### src/rtl/pcists_pkg.sv
package pcists_pkg;
  localparam int unsigned REG_W   = 16;
  localparam int unsigned LANE_W  = 8;
  localparam int unsigned LANES   = REG_W / LANE_W;

  localparam int unsigned POS_DPE = 15;
  localparam int unsigned POS_SSE = 14;
  localparam int unsigned POS_RMA = 13;
  localparam int unsigned POS_RTA = 12;
  localparam int unsigned POS_DPR = 8;
  localparam int unsigned POS_CAP = 4;
  localparam int unsigned POS_DSL = 9;

  localparam logic [1:0] DSEL_FAST   = 2'b00;
  localparam logic [1:0] DSEL_MEDIUM = 2'b01;
  localparam logic [1:0] DSEL_SLOW   = 2'b10;

  localparam logic [REG_W-1:0] STICKY_MASK =
    (REG_W'(1) << POS_DPE) | (REG_W'(1) << POS_SSE) |
    (REG_W'(1) << POS_RMA) | (REG_W'(1) << POS_RTA) |
    (REG_W'(1) << POS_DPR);

  typedef struct packed {
    logic par_det;
    logic serr_drv;
    logic mabort;
    logic special;
    logic tabort;
    logic perr_seen;
    logic master;
    logic resp_en;
  } evt_t;
endpackage

### src/rtl/pcists_setlogic.sv
module pcists_setlogic
  import pcists_pkg::*;
(
  input  evt_t             evt,
  output logic [REG_W-1:0] set_vec
);
  always_comb begin
    set_vec          = '0;
    set_vec[POS_DPE] = evt.par_det;
    set_vec[POS_SSE] = evt.serr_drv;
    set_vec[POS_RMA] = evt.mabort & ~evt.special;
    set_vec[POS_RTA] = evt.tabort;
    set_vec[POS_DPR] = evt.perr_seen & evt.master & evt.resp_en;
  end
endmodule

### src/rtl/pcists_sticky.sv
module pcists_sticky (
  input  logic clk,
  input  logic rst,
  input  logic set_i,
  input  logic clr_i,
  output logic q
);
  always_ff @(posedge clk) begin
    if (rst)        q <= 1'b0;
    else if (set_i) q <= 1'b1;
    else if (clr_i) q <= 1'b0;
  end
endmodule

### src/rtl/pcists_readmux.sv
module pcists_readmux
  import pcists_pkg::*;
#(
  parameter bit HAS_CAP_LIST = 1'b1
) (
  input  logic [REG_W-1:0] flags,
  input  logic             rd,
  output logic [REG_W-1:0] value,
  output logic [REG_W-1:0] rdata
);
  always_comb begin
    value                   = flags & STICKY_MASK;
    value[POS_DSL+1:POS_DSL] = DSEL_MEDIUM;
    value[POS_CAP]          = HAS_CAP_LIST;
  end
  assign rdata = rd ? value : '0;
endmodule

### src/rtl/pcists_top.sv
module pcists_top
  import pcists_pkg::*;
#(
  parameter bit HAS_CAP_LIST = 1'b1
) (
  input  logic        clk,
  input  logic        rst,
  input  logic        ev_par_det,
  input  logic        ev_serr_drv,
  input  logic        ev_mabort,
  input  logic        ev_special,
  input  logic        ev_tabort,
  input  logic        ev_perr_seen,
  input  logic        is_master,
  input  logic        par_resp_en,
  input  logic        cfg_wr,
  input  logic [1:0]  cfg_be,
  input  logic [15:0] cfg_wdata,
  input  logic        cfg_rd,
  output logic [15:0] cfg_rdata,
  output logic [15:0] status_q
);
  evt_t             evt;
  logic [REG_W-1:0] set_vec;
  logic [REG_W-1:0] clr_vec;
  logic [REG_W-1:0] flags;
  logic             unused_bits;

  assign evt = '{par_det:   ev_par_det,
                 serr_drv:  ev_serr_drv,
                 mabort:    ev_mabort,
                 special:   ev_special,
                 tabort:    ev_tabort,
                 perr_seen: ev_perr_seen,
                 master:    is_master,
                 resp_en:   par_resp_en};

  pcists_setlogic u_set (.evt(evt), .set_vec(set_vec));

  for (genvar i = 0; i < REG_W; i++) begin : g_bit
    assign clr_vec[i] = cfg_wr & cfg_be[i / LANE_W] & cfg_wdata[i];
    if (STICKY_MASK[i]) begin : g_flag
      pcists_sticky u_flag (
        .clk  (clk),
        .rst  (rst),
        .set_i(set_vec[i]),
        .clr_i(clr_vec[i]),
        .q    (flags[i])
      );
    end else begin : g_fixed
      assign flags[i] = 1'b0;
    end
  end

  assign unused_bits = ^{clr_vec & ~STICKY_MASK, set_vec & ~STICKY_MASK};

  pcists_readmux #(.HAS_CAP_LIST(HAS_CAP_LIST)) u_rd (
    .flags(flags),
    .rd   (cfg_rd),
    .value(status_q),
    .rdata(cfg_rdata)
  );
endmodule

### config.mk
export PLATFORM = sky130hd
export DESIGN_NAME = pcists_top
export DESIGN_NICKNAME = d
export VERILOG_FILES = /design/src/rtl/pcists_pkg.sv /design/src/rtl/pcists_setlogic.sv /design/src/rtl/pcists_sticky.sv /design/src/rtl/pcists_readmux.sv /design/src/rtl/pcists_top.sv
export SDC_FILE = /design/constraint.sdc
export NUM_CORES = 1
export LEC_CHECK = 0
export BUFFER_PORTS_ARGS = -buffer_cell sky130_fd_sc_hd__clkbuf_2
export CAP_MARGIN = 0
export CORE_MARGIN = 2
export CORE_UTILIZATION = 32
export DETAILED_ROUTE_END_ITERATION = 10
export GPL_ROUTABILITY_DRIVEN = 1
export PLACE_DENSITY = 0.83
export REMOVE_ABC_BUFFERS = 1
export SETUP_SLACK_MARGIN = 0.4
export SLEW_MARGIN = 20
export SYNTH_ARGS = -nofsm -noshare
export SYNTH_HDL_FRONTEND = slang
export SYNTH_SLANG_ARGS = --single-unit
### constraint.sdc
create_clock -name clk -period 1.5 [get_ports clk]
set_clock_uncertainty 0.15 [all_clocks]
set_input_delay 0.15 -clock clk [delete_from_list [all_inputs] [get_ports clk]]
set_output_delay 0.15 -clock clk [all_outputs]
set_load 0.02 [all_outputs]
==> flow_metrics.env, run 1 <==
export IMPL_hold_slack_ns=0.0101
export IMPL_holdPathEnd="g_bit[14].g_flag.u_flag.q"
export IMPL_grt_pass1_wl_um=1590
export IMPL_grt_usage=0.120
export IMPL_die_height_um=41.7
export IMPL_clkTransAtPathRegs_ns=0.04
export IMPL_cp_data_required_time_ns=1.20
export IMPL_criticalPathCategory="flip-flop to output pin"
export IMPL_finalSetupViolations=0
export IMPL_clock_root_buffer="clkbuf_4"
export IMPL_syn_inst=56
export IMPL_place_ws_ns=0.564
export IMPL_largest_reg_flops=5
export IMPL_ant_nets=0
export IMPL_rsz0062_at_grt="yes"
export IMPL_fp_dieW_um=41.7
export IMPL_min_period_ns=1.13
export IMPL_r2r_setup_slack_ns=0.39
export IMPL_hold_viol_final=0
export IMPL_fin_area_um2=661
export IMPL_synth_area_um2=454
export IMPL_async_flop_share=0
export IMPL_worst_slack_ns=0.371
export IMPL_drive_above_1_share=0.517
export IMPL_fin_setup_tns_ns=0
export IMPL_biggestRegsByFlops="g_bit.g_flag.u_flag.q x5"
export IMPL_r2r_end="g_bit[13].g_flag.u_flag.q"
export IMPL_cp_max_fo=3
export IMPL_syn_avg_cell_area_um2=8.11
export IMPL_ir_drop_uv=276
export IMPL_io_buffer_count=29
export IMPL_drv_cap=0
export IMPL_yosysTopAreaCell="buf_4"
export IMPL_drc_errors=0
export IMPL_grt_max_degree=8
export IMPL_yosys_area_share_simple=0.270
export IMPL_drt_wirelength_per_cell_um=8.88
export IMPL_synth_adder_area_share=0
export IMPL_synth_area_mux_share=0
export IMPL_dpl_hpwl_um=709
export IMPL_routabilityCongestion=0.708
export IMPL_worst_setup_path_start_kind="flip-flop"
export IMPL_power_density_mw_per_mm2=739
export IMPL_synth_compound_area_frac=0.0468
export IMPL_synth_xor_area_frac=0
export IMPL_r2r_cells=4
export IMPL_hold_class="primary input to flip-flop"
export IMPL_cts_sinks=5
export IMPL_ios=62
export IMPL_ys_ff_latch=5
export IMPL_drt_iter0_drc=3
export IMPL_vias_per_cell=3.89
export IMPL_finalWirelength_um=924
export IMPL_start_util=0.345
export IMPL_worst_hold_path_num_cells=3
export IMPL_clock_latency_ns=0.24
export IMPL_ys_top_cells_by_count="27 x buf_4, 5 x and2_1, 5 x dfxtp_1"
export IMPL_cts_tree="done"
export IMPL_maxSlewViolCount=0
export IMPL_hold_path_startpoint="ev_serr_drv"
export IMPL_placed_area_um2=483
export IMPL_grt_overflow=0
export IMPL_vias=405
export IMPL_synth_distinct_cells=13
export IMPL_end_kind="output pin"
export IMPL_row_count=13
export IMPL_ff_latch_area_um2=106
export IMPL_cts_made_buffers=3
export IMPL_antenna_cells=0
export IMPL_fmax_mhz=886
export IMPL_dpl_cell_count=91
export IMPL_critPathArrivalTime_ns=0.83
export IMPL_fin_nets=120
export IMPL_yosysMostFrequentCell="buf_4"
export IMPL_multi_input_area_um2=231
export IMPL_syn_to_final_growth_pct=45.5
export IMPL_synth_warning_count=0
export IMPL_finalCritPeriodShare=0.753
export IMPL_cts_htree_levels=1
export IMPL_synth_edf_count=0
export IMPL_p_leak_uw=0.000371
export IMPL_synth_top_family_by_area="buffers and inverters"
export IMPL_ys_seq_area_frac=0.220
export IMPL_r2r_start="g_bit[13].g_flag.u_flag.q"
export IMPL_grt_pass1_vias=387
export IMPL_antenna_found_initial=0
export IMPL_yosys_top_cells_area="buf_4 45%, dfxtp_1 22%, and2_1 6.9%, and4b_1 6.6%, nand2b_1 4.1%"
export IMPL_max_flop_register="g_bit.g_flag.u_flag.q"
export IMPL_instances_no_fill=104
export IMPL_status="finished, final reports clean"
export IMPL_clk_path_buf_depth=2
export IMPL_nFillCells=140
export IMPL_drt_first_pass_iters=4
export IMPL_synthFlopType="dfxtp_1"
export IMPL_yosysTopAreaCellShare=0.446
export IMPL_core_area_mm2=0.00132
export IMPL_die_area_mm2=0.00174
[cells in the final DEF (no fill, tap or decap)]
| cell type | instances |
|---|---|
| nand4b_1 | 1 |
| a21bo_1 | 1 |
| dfxtp_2 | 5 |
| clkbuf_2 | 24 |
| nor2_1 | 3 |
| nor3_1 | 3 |
| and3_2 | 1 |
| buf_4 | 3 |
| clkbuf_1 | 1 |
| and2_4 | 5 |
| buf_8 | 5 |
| clkbuf_4 | 3 |
| a31oi_1 | 1 |
| and4b_1 | 3 |
| nand2b_1 | 3 |
| dlygate4sd3_1 | 6 |
| o21ai_0 | 1 |
| conb_1 | 20 |
[cell type report]
class	count	area share
sequential	5	0.161
clock buffer	4	0.0398
tap	15	0.0284
multi-input combinational	42	0.350
timing repair buffer	38	0.420
[power by group]
part,switching (uW),internal (uW)
clock network,55.5,101
logic,102,77.1
registers,7.62,146
total,165,323
[what timing repair did]
action | 4_1_cts | 5_1_grt
gates resized for setup | 16 | 9
endpoints found under the hold margin | 2 | 0
setup endpoints to repair | 5 | 5
hold buffers | 6 | 0
setup buffers | 2 | 1
[cell families (layout without fill, tap and decap cells)]
logic type	count (synthesis)	count (layout)
compound gates	3	3
buf+inv	27	42
flops	5	5
other cells	2	20
simple gates	19	19
[worst max-delay path by stage]
stage                         startpoint                        end  slack [ns]
2_1_floorplan  g_bit[13].g_flag.u_flag.q  g_bit[13].g_flag.u_flag.q        0.48
5_1_grt        g_bit[13].g_flag.u_flag.q              cfg_rdata[13]        0.34
4_1_cts        g_bit[15].g_flag.u_flag.q              cfg_rdata[15]        0.35
6_report       g_bit[13].g_flag.u_flag.q              cfg_rdata[13]        0.37
3_3_place_gp   g_bit[13].g_flag.u_flag.q              cfg_rdata[13]        0.58
3_5_place_dp   g_bit[13].g_flag.u_flag.q              cfg_rdata[13]        0.56
[routing by layer]
metal	up-vias	share of wire	track usage
li1	201	-	-
met1	178	0.35	0.114
met2	26	0.55	0.216
met3	0	0.10	0.0696
met4	0	0	0.0387
met5	-	0	0
[per-stage QoR]
stage	util	power [uW]
floorplan	-	236
global placement	0.367	287
detailed placement	0.367	289
CTS	0.483	482
global route	0.501	523
finish	0.501	488
[worst max-delay path, stage by stage, from the launching register on]
cell	delay, ns
dfxtp_2	0.34
and2_4	0.15
buf_8	0.10
Note: power is estimated with default switching activity, not from simulation.
==> inputs of run 2 (changes only) <==
--- a/config.mk
+++ b/config.mk
@@ -5,13 +5,14 @@
 export SDC_FILE = /design/constraint.sdc
 export NUM_CORES = 1
 export LEC_CHECK = 0
+export ABC_AREA = 1
 export BUFFER_PORTS_ARGS = -buffer_cell sky130_fd_sc_hd__clkbuf_2
 export CAP_MARGIN = 0
 export CORE_MARGIN = 2
-export CORE_UTILIZATION = 32
+export CORE_UTILIZATION = 29
 export DETAILED_ROUTE_END_ITERATION = 10
 export GPL_ROUTABILITY_DRIVEN = 1
-export PLACE_DENSITY = 0.83
+export PLACE_DENSITY = 0.77
 export REMOVE_ABC_BUFFERS = 1
 export SETUP_SLACK_MARGIN = 0.4
 export SLEW_MARGIN = 20
==> constraint.sdc (replaced) <==
create_clock -name clk -period 1.1 [get_ports clk]
set_clock_uncertainty 0.15 [all_clocks]
set_input_delay 0.11 -clock clk [delete_from_list [all_inputs] [get_ports clk]]
set_output_delay 0.11 -clock clk [all_outputs]
set_load 0.02 [all_outputs]
==> run 2 against run 1 <==
Against the previous run:
- the flow now finishes with violations (hold timing)
- count of clock-buffer cells in the layout did not move
- synthesized cell count up 16%
- final area shrank 10%
- highest routed layer unchanged
- critical path type unchanged
- flip-flop and latch count unchanged
- register-to-register slack got worse by 0.02 ns
==> flow_metrics.env, run 2 <==
export IMPL_hold_class="primary input to flip-flop"
export IMPL_routabilityCongestion=0.650
export IMPL_yosys_area_share_simple=0.162
export IMPL_ys_ff_latch=5
export IMPL_syn_avg_cell_area_um2=6.78
export IMPL_hold_slack_ns=-0.0683
export IMPL_final_common_cell="conb_1"
export IMPL_synth_adder_area_share=0
export IMPL_cp_max_fo=3
export IMPL_start_util=0.299
export IMPL_grt_overflow=0
export IMPL_fp_dieW_um=43.0
export IMPL_die_height_um=43.0
export IMPL_criticalPathCategory="flip-flop to output pin"
export IMPL_power_share_clock=0.336
export IMPL_synth_distinct_cells=7
export IMPL_biggestRegsByFlops="g_bit.g_flag.u_flag.q x5"
export IMPL_clock_root_buffer="clkbuf_4"
export IMPL_vias_per_cell=3.62
export IMPL_ios=62
export IMPL_cp_data_required_time_ns=0.84
export IMPL_antenna_found_initial=0
export IMPL_cts_tree="done"
export IMPL_cpMaxStageDelayCell="dfxtp_2"
export IMPL_clk_path_buf_depth=2
export IMPL_io_buffer_count=29
export IMPL_critPathArrivalTime_ns=0.81
export IMPL_synth_edf_count=0
export IMPL_internal_power_uw=413
export IMPL_dpl_hpwl_um=666
export IMPL_drt_wirelength_per_cell_um=7.77
export IMPL_max_stage_delay_ns=0.33
export IMPL_rsz0062_at_grt="yes"
export IMPL_synth_area_mux_share=0
export IMPL_comb_power_share=0.340
export IMPL_status="finished with violations"
export IMPL_syn_inst=65
export IMPL_fmax_mhz=933
export IMPL_fin_nets=121
export IMPL_path_buf_inv=2
export IMPL_finalSetupViolations=0
export IMPL_finalCritPeriodShare=0.974
export IMPL_grt_max_degree=8
export IMPL_yosys_top_cells_area="buf_4 46%, dfxtp_1 23%, nand2_1 9.4%, inv_1 7.7%, nand3_1 6.8%"
export IMPL_antenna_cells=0
export IMPL_vias=384
export IMPL_grt_pass1_vias=322
export IMPL_dpl_cell_count=101
export IMPL_max_flop_register="g_bit.g_flag.u_flag.q"
export IMPL_async_flop_share=0
export IMPL_drt_iter0_drc=1
export IMPL_cp_top_family="flip-flops"
export IMPL_ant_nets=0
export IMPL_swShare=0.347
export IMPL_cts_htree_levels=1
export IMPL_synth_xor_area_frac=0
export IMPL_core_area_mm2=0.00147
export IMPL_crit_chain="nand2_1, inv_1, clkbuf_8"
export IMPL_hold_viol_final=5
export IMPL_syn_to_final_growth_pct=34.7
export IMPL_grt_pass1_wl_um=1250
export IMPL_yosysTopAreaCell="buf_4"
export IMPL_synth_area_um2=440
export IMPL_seq_power_share=0.325
export IMPL_violations="hold timing"
export IMPL_maxSlewViolCount=0
export IMPL_drt_first_pass_iters=2
export IMPL_drv_cap=0
export IMPL_clkTransAtPathRegs_ns=0.04
export IMPL_yosysTopAreaCellShare=0.460
export IMPL_worst_setup_path_start_kind="flip-flop"
export IMPL_cts_made_buffers=3
export IMPL_ys_top_cells_by_count="27 x buf_4, 11 x nand2_1, 9 x inv_1, 6 x nand3_1"
export IMPL_synth_top_family_by_area="buffers and inverters"
export IMPL_synth_warning_count=0
export IMPL_cts_sinks=5
export IMPL_synthFlopType="dfxtp_1"
export IMPL_min_period_ns=1.07
export IMPL_p_sw_uw=219
export IMPL_ys_seq_area_frac=0.227
export IMPL_row_count=14
export IMPL_die_area_mm2=0.00185
export IMPL_drive_above_1_share=0.456
export IMPL_layout_common_cells="20 x conb_1, 16 x clkbuf_2, 11 x nand2_1, 9 x inv_1"
export IMPL_finalWirelength_um=824
export IMPL_power_density_mw_per_mm2=1070
export IMPL_yosysMostFrequentCell="buf_4"
export IMPL_clock_latency_ns=0.24
export IMPL_end_kind="output pin"
export IMPL_grt_usage=0.0983
export IMPL_largest_reg_flops=5
export IMPL_instances_no_fill=106
export IMPL_drc_errors=0
export IMPL_p_leak_uw=0.000370
export IMPL_synth_compound_area_frac=0.0568
export IMPL_ir_drop_uv=275
-- run 2: final timing paths --
check                             from                   endpoint  slack (ns)  depth (start not counted)
min                         ev_par_det  g_bit[15].g_flag.u_flag.q       -0.07                          3
max          g_bit[12].g_flag.u_flag.q              cfg_rdata[12]        0.03                          3
max reg2reg  g_bit[14].g_flag.u_flag.q  g_bit[14].g_flag.u_flag.q        0.37                          2
min reg2reg  g_bit[12].g_flag.u_flag.q  g_bit[12].g_flag.u_flag.q        0.32                          2
-- run 2: stage by stage --
stage               cell area (um^2)  setup TNS, ns   util  setup slack [ns]  total power (uW)
floorplan                        305              0      -             0.188               314
CTS                              568              0  0.386            0.0225               629
detailed placement               470              0  0.320             0.251               384
global route                     593         -0.123  0.403           -0.0280               686
global placement                 470              0  0.320             0.263               382
finish                           593              0  0.403            0.0284               632
-- run 2: power by group through the flow --
stage	sequential [uW]	clock, uW	combinational (uW)
2_1_floorplan	220	0	93.9
3_3_place_gp	205	0	177
3_5_place_dp	206	0	179
4_1_cts	205	223	201
5_1_grt	207	247	232
6_report	205	212	215
-- run 2: cell type report --
cell class	instances	area, um^2
well taps	16	20.0
multi-input cells	42	183
flip-flops and latches	5	106
repair buffers	30	224
fillers	166	878
inverters	9	33.8
clock buffers	4	26.3
-- run 2: logic make-up (layout without fill, tap and decap cells) --
| group | count (synthesis) | in the layout |
|---|---|---|
| compound gates | 5 | 5 |
| buf+inv | 36 | 43 |
| flops | 5 | 5 |
| other cells | 2 | 20 |
| simple gates | 17 | 17 |
-- run 2: worst register-to-register path: cells and delay by family (launching register included) --
| family | cells | cell delay [ns] |
|---|---|---|
| simple gates | 1 | 0.07 |
| compound gates | 1 | 0.12 |
| flops | 1 | 0.32 |
-- run 2: what timing repair did --
action,4_1_cts,5_1_grt
buffers inserted,0,1
resized for setup,21,11
endpoints found under the hold margin,5,5
setup endpoints to repair,17,16
pin swaps,0,0
-- run 2: layer usage --
layer | part of all wire | vias up | global-route usage
met2 | 0.51 | 29 | 0.161
met1 | 0.32 | 158 | 0.0823
met3 | 0.17 | 0 | 0.0553
met4 | 0 | 0 | 0.0909
li1 | - | 197 | -
met5 | 0 | - | 0
